$ cat src/rtl/alu_flag_pkg.sv
package alu_flag_pkg;

  localparam int LANE_W = 8;
  localparam int FLAG_W = 9;

  // operation codes on opSel
  localparam logic [2:0] OP_ADD = 3'd0;
  localparam logic [2:0] OP_SUB = 3'd1;
  localparam logic [2:0] OP_CMP = 3'd2;
  localparam logic [2:0] OP_AND = 3'd3;
  localparam logic [2:0] OP_OR  = 3'd4;

  // control-flag commands on ctlCmd
  localparam logic [2:0] CMD_CLR_INT  = 3'd1;
  localparam logic [2:0] CMD_SET_INT  = 3'd2;
  localparam logic [2:0] CMD_CLR_TRAP = 3'd3;
  localparam logic [2:0] CMD_SET_TRAP = 3'd4;
  localparam logic [2:0] CMD_CLR_DIR  = 3'd5;
  localparam logic [2:0] CMD_SET_DIR  = 3'd6;

  // bit positions inside the flag vector
  localparam int FLG_CARRY = 0;
  localparam int FLG_PAR   = 1;
  localparam int FLG_AUX   = 2;
  localparam int FLG_ZERO  = 3;
  localparam int FLG_SIGN  = 4;
  localparam int FLG_OVF   = 5;
  localparam int FLG_TRAP  = 6;
  localparam int FLG_INT   = 7;
  localparam int FLG_DIR   = 8;

  typedef enum logic [1:0] {
    KIND_ADD = 2'd0,
    KIND_SUB = 2'd1,
    KIND_AND = 2'd2,
    KIND_OR  = 2'd3
  } aluKind_e;

  typedef struct packed {
    logic     loadResult;
    logic     loadStatus;
    aluKind_e kind;
    logic     byteSel;
    logic     setInt;
    logic     clrInt;
    logic     setTrap;
    logic     clrTrap;
    logic     setDir;
    logic     clrDir;
  } aluStrobe_t;

endpackage

$ cat src/rtl/alu_flag_ctrl.sv
module alu_flag_ctrl
  import alu_flag_pkg::*;
(
  input  logic       execEn,
  input  logic [2:0] opSel,
  input  logic       byteMode,
  input  logic [2:0] ctlCmd,
  output aluStrobe_t strobe
);

  logic opKnown;

  always_comb begin
    opKnown = 1'b1;
    strobe  = '0;
    unique case (opSel)
      OP_ADD:  strobe.kind = KIND_ADD;
      OP_SUB:  strobe.kind = KIND_SUB;
      OP_CMP:  strobe.kind = KIND_SUB;
      OP_AND:  strobe.kind = KIND_AND;
      OP_OR:   strobe.kind = KIND_OR;
      default: begin
        strobe.kind = KIND_ADD;
        opKnown     = 1'b0;     // reserved codes do nothing
      end
    endcase
    strobe.byteSel    = byteMode;
    strobe.loadStatus = execEn && opKnown;
    strobe.loadResult = execEn && opKnown && (opSel != OP_CMP);
    strobe.clrInt     = (ctlCmd == CMD_CLR_INT);
    strobe.setInt     = (ctlCmd == CMD_SET_INT);
    strobe.clrTrap    = (ctlCmd == CMD_CLR_TRAP);
    strobe.setTrap    = (ctlCmd == CMD_SET_TRAP);
    strobe.clrDir     = (ctlCmd == CMD_CLR_DIR);
    strobe.setDir     = (ctlCmd == CMD_SET_DIR);
  end

  AST_ONE_CTL_CMD: assert final ($countones({strobe.setInt, strobe.clrInt,
      strobe.setTrap, strobe.clrTrap, strobe.setDir, strobe.clrDir}) <= 1);

endmodule

$ cat src/rtl/alu_flag_datapath.sv
module alu_flag_datapath
  import alu_flag_pkg::*;
#(
  parameter int WORD_W = 16
) (
  input  logic              clk,
  input  logic              rst_n,
  input  aluStrobe_t        strobe,
  input  logic [WORD_W-1:0] opA,
  input  logic [WORD_W-1:0] opB,
  output logic [WORD_W-1:0] result,
  output logic [FLAG_W-1:0] flags
);

  localparam int HIGH_W = WORD_W - LANE_W;

  logic [WORD_W-1:0] effA, effB, nextRes;
  logic [WORD_W:0]   wideOut;
  logic              signA, signB, signR;
  logic              nextCarry, nextAux, nextOvf, nextZero, nextSign, nextPar;
  logic              isArith;

  logic [WORD_W-1:0] resultQ;
  logic carryQ, parQ, auxQ, zeroQ, signQ, ovfQ;
  logic trapQ, intQ, dirQ;

  // byte mode: upper operand bits ignored
  assign effA = strobe.byteSel ? {{HIGH_W{1'b0}}, opA[LANE_W-1:0]} : opA;
  assign effB = strobe.byteSel ? {{HIGH_W{1'b0}}, opB[LANE_W-1:0]} : opB;

  assign isArith = (strobe.kind == KIND_ADD) || (strobe.kind == KIND_SUB);

  always_comb begin
    unique case (strobe.kind)
      KIND_ADD: wideOut = {1'b0, effA} + {1'b0, effB};
      KIND_SUB: wideOut = {1'b0, effA} - {1'b0, effB};
      KIND_AND: wideOut = {1'b0, effA & effB};
      default:  wideOut = {1'b0, effA | effB};
    endcase
  end

  always_comb begin
    if (strobe.byteSel) begin
      nextRes   = {{HIGH_W{1'b0}}, wideOut[LANE_W-1:0]};
      nextCarry = wideOut[LANE_W];
      signA     = effA[LANE_W-1];
      signB     = effB[LANE_W-1];
      signR     = wideOut[LANE_W-1];
    end else begin
      nextRes   = wideOut[WORD_W-1:0];
      nextCarry = wideOut[WORD_W];
      signA     = effA[WORD_W-1];
      signB     = effB[WORD_W-1];
      signR     = wideOut[WORD_W-1];
    end
    if (!isArith) nextCarry = 1'b0;
    // carry or borrow across the bit 3 / bit 4 boundary
    nextAux = isArith && (effA[4] ^ effB[4] ^ wideOut[4]);
    // signed range
    if (strobe.kind == KIND_ADD)
      nextOvf = (signA == signB) && (signR != signA);
    else if (strobe.kind == KIND_SUB)
      nextOvf = (signA != signB) && (signR != signA);
    else
      nextOvf = 1'b0;
    nextZero = (nextRes == '0);
    nextSign = signR;
    nextPar  = ~^nextRes[LANE_W-1:0];
  end

  always_ff @(posedge clk or negedge rst_n) begin
    if (!rst_n) begin
      resultQ <= '0;
    end else if (strobe.loadResult) begin
      resultQ <= nextRes;
    end
  end

  always_ff @(posedge clk or negedge rst_n) begin
    if (!rst_n) begin
      carryQ <= 1'b0;
      parQ   <= 1'b0;
      auxQ   <= 1'b0;
      zeroQ  <= 1'b0;
      signQ  <= 1'b0;
      ovfQ   <= 1'b0;
    end else if (strobe.loadStatus) begin
      carryQ <= nextCarry;
      parQ   <= nextPar;
      auxQ   <= nextAux;
      zeroQ  <= nextZero;
      signQ  <= nextSign;
      ovfQ   <= nextOvf;
    end
  end

  // control flags only move on their own commands
  always_ff @(posedge clk or negedge rst_n) begin
    if (!rst_n) begin
      trapQ <= 1'b0;
      intQ  <= 1'b0;
      dirQ  <= 1'b0;
    end else begin
      if (strobe.setTrap)      trapQ <= 1'b1;
      else if (strobe.clrTrap) trapQ <= 1'b0;
      if (strobe.setInt)       intQ  <= 1'b1;
      else if (strobe.clrInt)  intQ  <= 1'b0;
      if (strobe.setDir)       dirQ  <= 1'b1;
      else if (strobe.clrDir)  dirQ  <= 1'b0;
    end
  end

  assign result = resultQ;

  always_comb begin
    flags            = '0;
    flags[FLG_CARRY] = carryQ;
    flags[FLG_PAR]   = parQ;
    flags[FLG_AUX]   = auxQ;
    flags[FLG_ZERO]  = zeroQ;
    flags[FLG_SIGN]  = signQ;
    flags[FLG_OVF]   = ovfQ;
    flags[FLG_TRAP]  = trapQ;
    flags[FLG_INT]   = intQ;
    flags[FLG_DIR]   = dirQ;
  end

  AST_ZERO_TRACKS_RESULT: assert property (@(posedge clk) disable iff (!rst_n)
    (strobe.loadResult) |=> (zeroQ == (resultQ == '0)));

  AST_PARITY_LOW_LANE: assert property (@(posedge clk) disable iff (!rst_n)
    (strobe.loadResult) |=> (parQ == ~^resultQ[LANE_W-1:0]));

  AST_LOGIC_CLEARS: assert property (@(posedge clk) disable iff (!rst_n)
    (strobe.loadStatus && !isArith) |=> (!carryQ && !auxQ && !ovfQ));

  AST_BYTE_HIGH_ZERO: assert property (@(posedge clk) disable iff (!rst_n)
    (strobe.loadResult && strobe.byteSel) |=> (resultQ[WORD_W-1:LANE_W] == '0));

  AST_INT_SET: assert property (@(posedge clk) disable iff (!rst_n)
    strobe.setInt |=> intQ);

  AST_INT_CLR: assert property (@(posedge clk) disable iff (!rst_n)
    strobe.clrInt |=> !intQ);

  AST_CTL_HOLD: assert property (@(posedge clk) disable iff (!rst_n)
    !(strobe.setInt || strobe.clrInt || strobe.setTrap || strobe.clrTrap ||
      strobe.setDir || strobe.clrDir) |=> $stable({trapQ, intQ, dirQ}));

  AST_STATUS_HOLD: assert property (@(posedge clk) disable iff (!rst_n)
    !strobe.loadStatus |=> $stable({carryQ, parQ, auxQ, zeroQ, signQ, ovfQ, resultQ}));

endmodule

$ cat src/rtl/alu_flag_unit.sv
module alu_flag_unit
  import alu_flag_pkg::*;
#(
  parameter int WORD_W = 16
) (
  input  logic              clk,
  input  logic              rst_n,
  input  logic              execEn,
  input  logic [2:0]        opSel,
  input  logic              byteMode,
  input  logic [WORD_W-1:0] opA,
  input  logic [WORD_W-1:0] opB,
  input  logic [2:0]        ctlCmd,
  output logic [WORD_W-1:0] result,
  output logic [FLAG_W-1:0] flags
);

  aluStrobe_t strobe;

  alu_flag_ctrl u_ctrl (
    .execEn   (execEn),
    .opSel    (opSel),
    .byteMode (byteMode),
    .ctlCmd   (ctlCmd),
    .strobe   (strobe)
  );

  alu_flag_datapath #(.WORD_W(WORD_W)) u_dp (
    .clk    (clk),
    .rst_n  (rst_n),
    .strobe (strobe),
    .opA    (opA),
    .opB    (opB),
    .result (result),
    .flags  (flags)
  );

  AST_CMP_KEEPS_RESULT: assert property (@(posedge clk) disable iff (!rst_n)
    (execEn && opSel == OP_CMP) |=> $stable(result));

endmodule

$ cat config.mk
export PLATFORM = sky130hd
export DESIGN_NAME = alu_flag_unit
export DESIGN_NICKNAME = d
export VERILOG_FILES = /design/src/rtl/alu_flag_pkg.sv /design/src/rtl/alu_flag_ctrl.sv /design/src/rtl/alu_flag_datapath.sv /design/src/rtl/alu_flag_unit.sv
export SDC_FILE = /design/constraint.sdc
export NUM_CORES = 1
export LEC_CHECK = 0
export BUFFER_PORTS_ARGS = -buffer_cell sky130_fd_sc_hd__buf_2
export CAP_MARGIN = 20
export CORE_UTILIZATION = 55
export DETAILED_ROUTE_END_ITERATION = 10
export PLACE_DENSITY = 0.86
export RECOVER_POWER = 25
export SLEW_MARGIN = 40
export SYNTH_ARGS = -nofsm -noshare
export SYNTH_HDL_FRONTEND = slang
export SYNTH_SLANG_ARGS = --single-unit
$ cat constraint.sdc
create_clock -name clk -period 1.9 [get_ports clk]
set_input_delay 0.095 -clock clk [delete_from_list [all_inputs] [get_ports clk]]
set_output_delay 0.095 -clock clk [all_outputs]
set_load 0.02 [all_outputs]
==> results of run 1 <==
-- kinds of logic after synthesis --
logic type / share of synthesized area, %
adders and majority gates: 11.28
buffers and inverters: 6.231
and+or+nand+nor: 24.76
DFF: 21.20
AOI/OAI and AO/OA: 26.28
muxes: 2.247
xor gates and xnor gates: 8.012
-- per-stage QoR --
step	instance area, sq um	TNS, ns
after global placement	4185	-17.83
after detailed placement	4185	-20.95
after floorplan	3105	-10.13
after CTS	4602	-12.49
-- timing repair --
action | CTS
pin swaps | 35
hold buffers | 1
hold endpoints to repair | 25
setup buffers | 13
endpoints found under the setup margin | 21
gates resized for setup | 57
==> flow_summary.toml, run 1 <==
[logic_synthesis]
synth_top_cell_by_area = "dfrtp_1"
ys_ff_latch = 25
yosysMostFrequentCell = "nor2_1"
async_flop_share_pct = 100.0
synth_edf_count = 0
ys_types = 58
syn_inst = 396
synth_fp_nets = 464
synth_common_cells = "nor2_1 (48), nand2_1 (41), o21ai_0 (33)"
yosys.area.top_type_share_pct = 21.20
ys_seq_area_share_pct = 21.20
yosysWarnings = 0
synth_ff_type = "dfrtp_1"
syn_area_sq_um = 2952
syn_avg_cell_area_sq_um = 7.453
synth_area_leaders = "dfrtp_1 (21%), ha_1 (11%), nor2_1 (6.1%), o21ai_0 (5.6%), a21oi_1 (5.3%)"

[placement]
place.gp.congestion = 0.9894
dp_cells = 616
dp_hpwl_mm = 8.248
io_buffer_count = 66
place_ws_ns = -1.728

[cts]
cts_sinks = 25
clockBufferDepth = 2
root_buffer = "clkbuf_8"
h-tree-depth = 1
cts_buffers = 3

[run_status]
error = "[ERROR DPL-0038] Utilization greater than 100%, impossible to legalize"
flow.stopped_at = "global routing (5_1_grt)"
status = "aborted with a tool error"

[grt]
grt_max_degree = 29

[floorplan]
fp-row-count = 26
start_util_pct = 57.42
die_w_um = 75.26
die_height_um = 75.26
io_pins = 67

[sta]
worst_endpoint = "u_dp.zeroQ$_DFFE_PN0P_/D"
timing.worst_endpoint.kind = "sequential cell input"
==> run 2: changes to the inputs <==
--- a/config.mk
+++ b/config.mk
@@ -7,9 +7,9 @@
 export LEC_CHECK = 0
 export BUFFER_PORTS_ARGS = -buffer_cell sky130_fd_sc_hd__buf_2
 export CAP_MARGIN = 20
-export CORE_UTILIZATION = 55
+export CORE_UTILIZATION = 40
 export DETAILED_ROUTE_END_ITERATION = 10
-export PLACE_DENSITY = 0.86
+export PLACE_DENSITY_LB_ADDON = 0.15
 export RECOVER_POWER = 25
 export SLEW_MARGIN = 40
 export SYNTH_ARGS = -nofsm -noshare
==> run 2 against run 1 <==
The flow now finishes, with violations (negative setup slack); synthesized cell count stayed put; area after synthesis is the same.
==> flow_summary.toml, run 2 <==
[logic_synthesis]
synth_ff_type = "dfrtp_1"
yosysMostFrequentCell = "nor2_1"
synth_common_cells = "nor2_1 (48), nand2_1 (41), o21ai_0 (33)"
ys_seq_area_share_pct = 21.20
synth_edf_count = 0
ys_types = 58
syn_area_sq_um = 2952
synth_fp_nets = 464
syn_inst = 396
syn_avg_cell_area_sq_um = 7.453
yosysWarnings = 0
synth_top_cell_by_area = "dfrtp_1"
ys_ff_latch = 25
yosys.area.top_type_share_pct = 21.20
async_flop_share_pct = 100.0
synth_area_leaders = "dfrtp_1 (21%), ha_1 (11%), nor2_1 (6.1%), o21ai_0 (5.6%), a21oi_1 (5.3%)"

[floorplan]
die_area_sq_um = 7726
io_pins = 67
core_area_sq_um = 6944
die_w_um = 87.90
start_util_pct = 42.50
die_height_um = 87.90
fp-row-count = 30

[routing]
routed_wl_mm = 11.10
wire_per_inst_um = 16.28
first_iter_violations = 252
vias = 3713
ant_nets = 0
viasPerCell = 5.444
drc = 0
firstDrtPassIters = 4

[sta]
setup_viol = 20
slew_violations = 0
period_share_pct = 169.6
rsz0062_at_grt = "true"
timing.final.ws_setup_ns = -1.322
setup_tns_ns = -13.42
fmax_ghz = 0.3104
max-slew-margin-rel_pct = 17.28
clock_skew_ns = 0
worst_slew_pin_slew_ns = 1.241
period_needed_ns = 3.222
finalHoldViolCount = 0

[setup_path]
critPathLaunchType = "primary input"
worstReg2RegEnd = "u_dp.result[11]"
crit_start = "opSel[1]"
r2r_cells = 1
reg2reg_from = "u_dp.result[11]"
end_kind = "flop"
critPathRequiredTime_ns = 2.08
critPathKind = "primary input to flop"
endpoint = "u_dp.zeroQ"
rrSetupSlack_ns = 1.09
cp_max_fo = 6
crit_arrival_ns = 3.41

[run_status]
status = "finished with violations"
violations = "negative setup slack"

[finish]
final_cells = 682
area_delta_synth_final_pct = 74.78
largest_register_ffs = 16
fill_cells = 493
layout-drive-gt1-share_pct = 53.07
final_nets = 655
antenna_cells = 0
layout_common_cells = "buf_4 (136), buf_2 (59), nor2_1 (44)"
final_common_cell = "buf_4"

[pwr]
p_switching_w = 0.001468
p_leak_nw = 2.435
p_int_w = 0.002012
power_frac_comb_pct = 70.6
p_seq_share_pct = 20.8
sw_frac_of_total_pct = 42.19
pwr_density_cell_nw_per_um2 = 674.5
p_clk_share_pct = 8.7
peakVddDrop_mv = 0.3653

[cts]
cts_sinks = 25
path_clk_slew_ns = 0.08
h-tree-depth = 1
cts_buffers = 3
clockBufferDepth = 2
clock_latency_ns = 0.26
cts_tree = "yes"
root_buffer = "clkbuf_8"

[grt]
grt_max_degree = 29
grt_pass1_wl_mm = 15.87
overflow = 0
track_usage_pct = 26.42
grt_pass1_vias = 3339
antenna_found_initial = 0

[hold_path]
hp-class = "primary input to flop"

[placement]
io_buffer_count = 66
dp_hpwl_mm = 7.901
dp_cells = 657
place.gp.congestion = 0.9395

[run]
drv_cap = 0
-- run 2: cell counts after synthesis --
Identical to the previous run, type by type.
-- run 2: worst max-delay path, cell delays in order --
cell and delay [ns]:
buf_8 0.11, xnor2_4 0.21, or2_4 0.22, buf_4 0.13, buf_6 0.12, a21oi_1 0.07, o21ai_1 0.16, nand2_2 0.10
ha_4 0.28, buf_6 0.12, a21o_1 0.21, nand2b_4 0.15, nor4_4 0.30, o21ai_1 0.12, o31ai_1 0.09, a21oi_1 0.19
or4_1 0.51, o31ai_2 0.21
-- run 2: what timing repair did --
| item | CTS | global route |
|---|---|---|
| hold endpoints to repair | 25 | 0 |
| setup endpoints to repair | 21 | 21 |
| pin swaps | 16 | 48 |
| buffers inserted | 8 | 14 |
| gates resized for setup | 61 | 62 |
| hold buffers | 1 | 0 |
-- run 2: layout make-up --
cell class / count / area, sq um / share of cell area [%]
tap: 96 / 120.1 / 2.328
timing repair buffer: 211 / 1491 / 28.91
sequential: 25 / 625.6 / 12.13
multi-input combinational: 332 / 2821 / 54.69
clock buffer: 4 / 45.04 / 0.8732
inverter: 14 / 55.05 / 1.067
-- run 2: worst min-delay path by stage --
| stage | from | end | slack [ns] | cells after the start |
|---|---|---|---|---|
| 3_5_place_dp | rst_n | u_dp.result[2] | 0.1 | 1 |
| 5_1_grt | ctlCmd[0] | u_dp.dirQ | 0.06 | 2 |
| 3_3_place_gp | rst_n | u_dp.result[1] | 0.10 | 1 |
| 4_1_cts | ctlCmd[0] | u_dp.trapQ | 0.06 | 2 |
| 2_1_floorplan | rst_n | u_dp.auxQ | -0.20 | 0 |
| 6_report | ctlCmd[0] | u_dp.trapQ | 0.06 | 2 |
-- run 2: power groups by stage --
| stage | Sequential, W | Clock [W] | Combinational (W) |
|---|---|---|---|
| after CTS | 0.000723 | 0.000306 | 0.00213 |
| after floorplan | 0.000835 | 0 | 0.00106 |
| after global placement | 0.000726 | 0 | 0.00187 |
| final | 0.000722 | 0.000301 | 0.00246 |
| after global routing | 0.000736 | 0.000326 | 0.00263 |
| after detailed placement | 0.000733 | 0 | 0.00190 |
-- run 2: kinds of logic after synthesis --
family	count (synthesis)	synth area share, %
flops	25	21.20
mux	6	2.247
fa+ha+maj	26	11.28
xor+xnor	27	8.012
simple gates	152	24.76
buf+inv	39	6.231
compound gates	121	26.28
-- run 2: through the flow --
| step | power (W) | hold WS (ns) | utilization, % | setup slack [ns] | area, sq um |
|---|---|---|---|---|---|
| after floorplan | 0.001892 | -0.2006 | - | -1.177 | 3105 |
| after global placement | 0.002593 | 0.1041 | 62.36 | -1.586 | 4330 |
| after detailed placement | 0.002636 | 0.09708 | 62.36 | -1.630 | 4330 |
| after CTS | 0.003163 | 0.06342 | 68.20 | -1.273 | 4736 |
| after global routing | 0.003695 | 0.06469 | 74.29 | -1.423 | 5159 |
| final | 0.003480 | 0.05725 | 74.29 | -1.322 | 5159 |
-- run 2: layer usage --
layer	global-route usage [%]	share of wire (%)
met5	0	0
met4	8.346	3.1
met3	0.8483	4.3
met2	46.23	48
met1	35.10	44
Note: power is estimated with default switching activity, not from simulation.
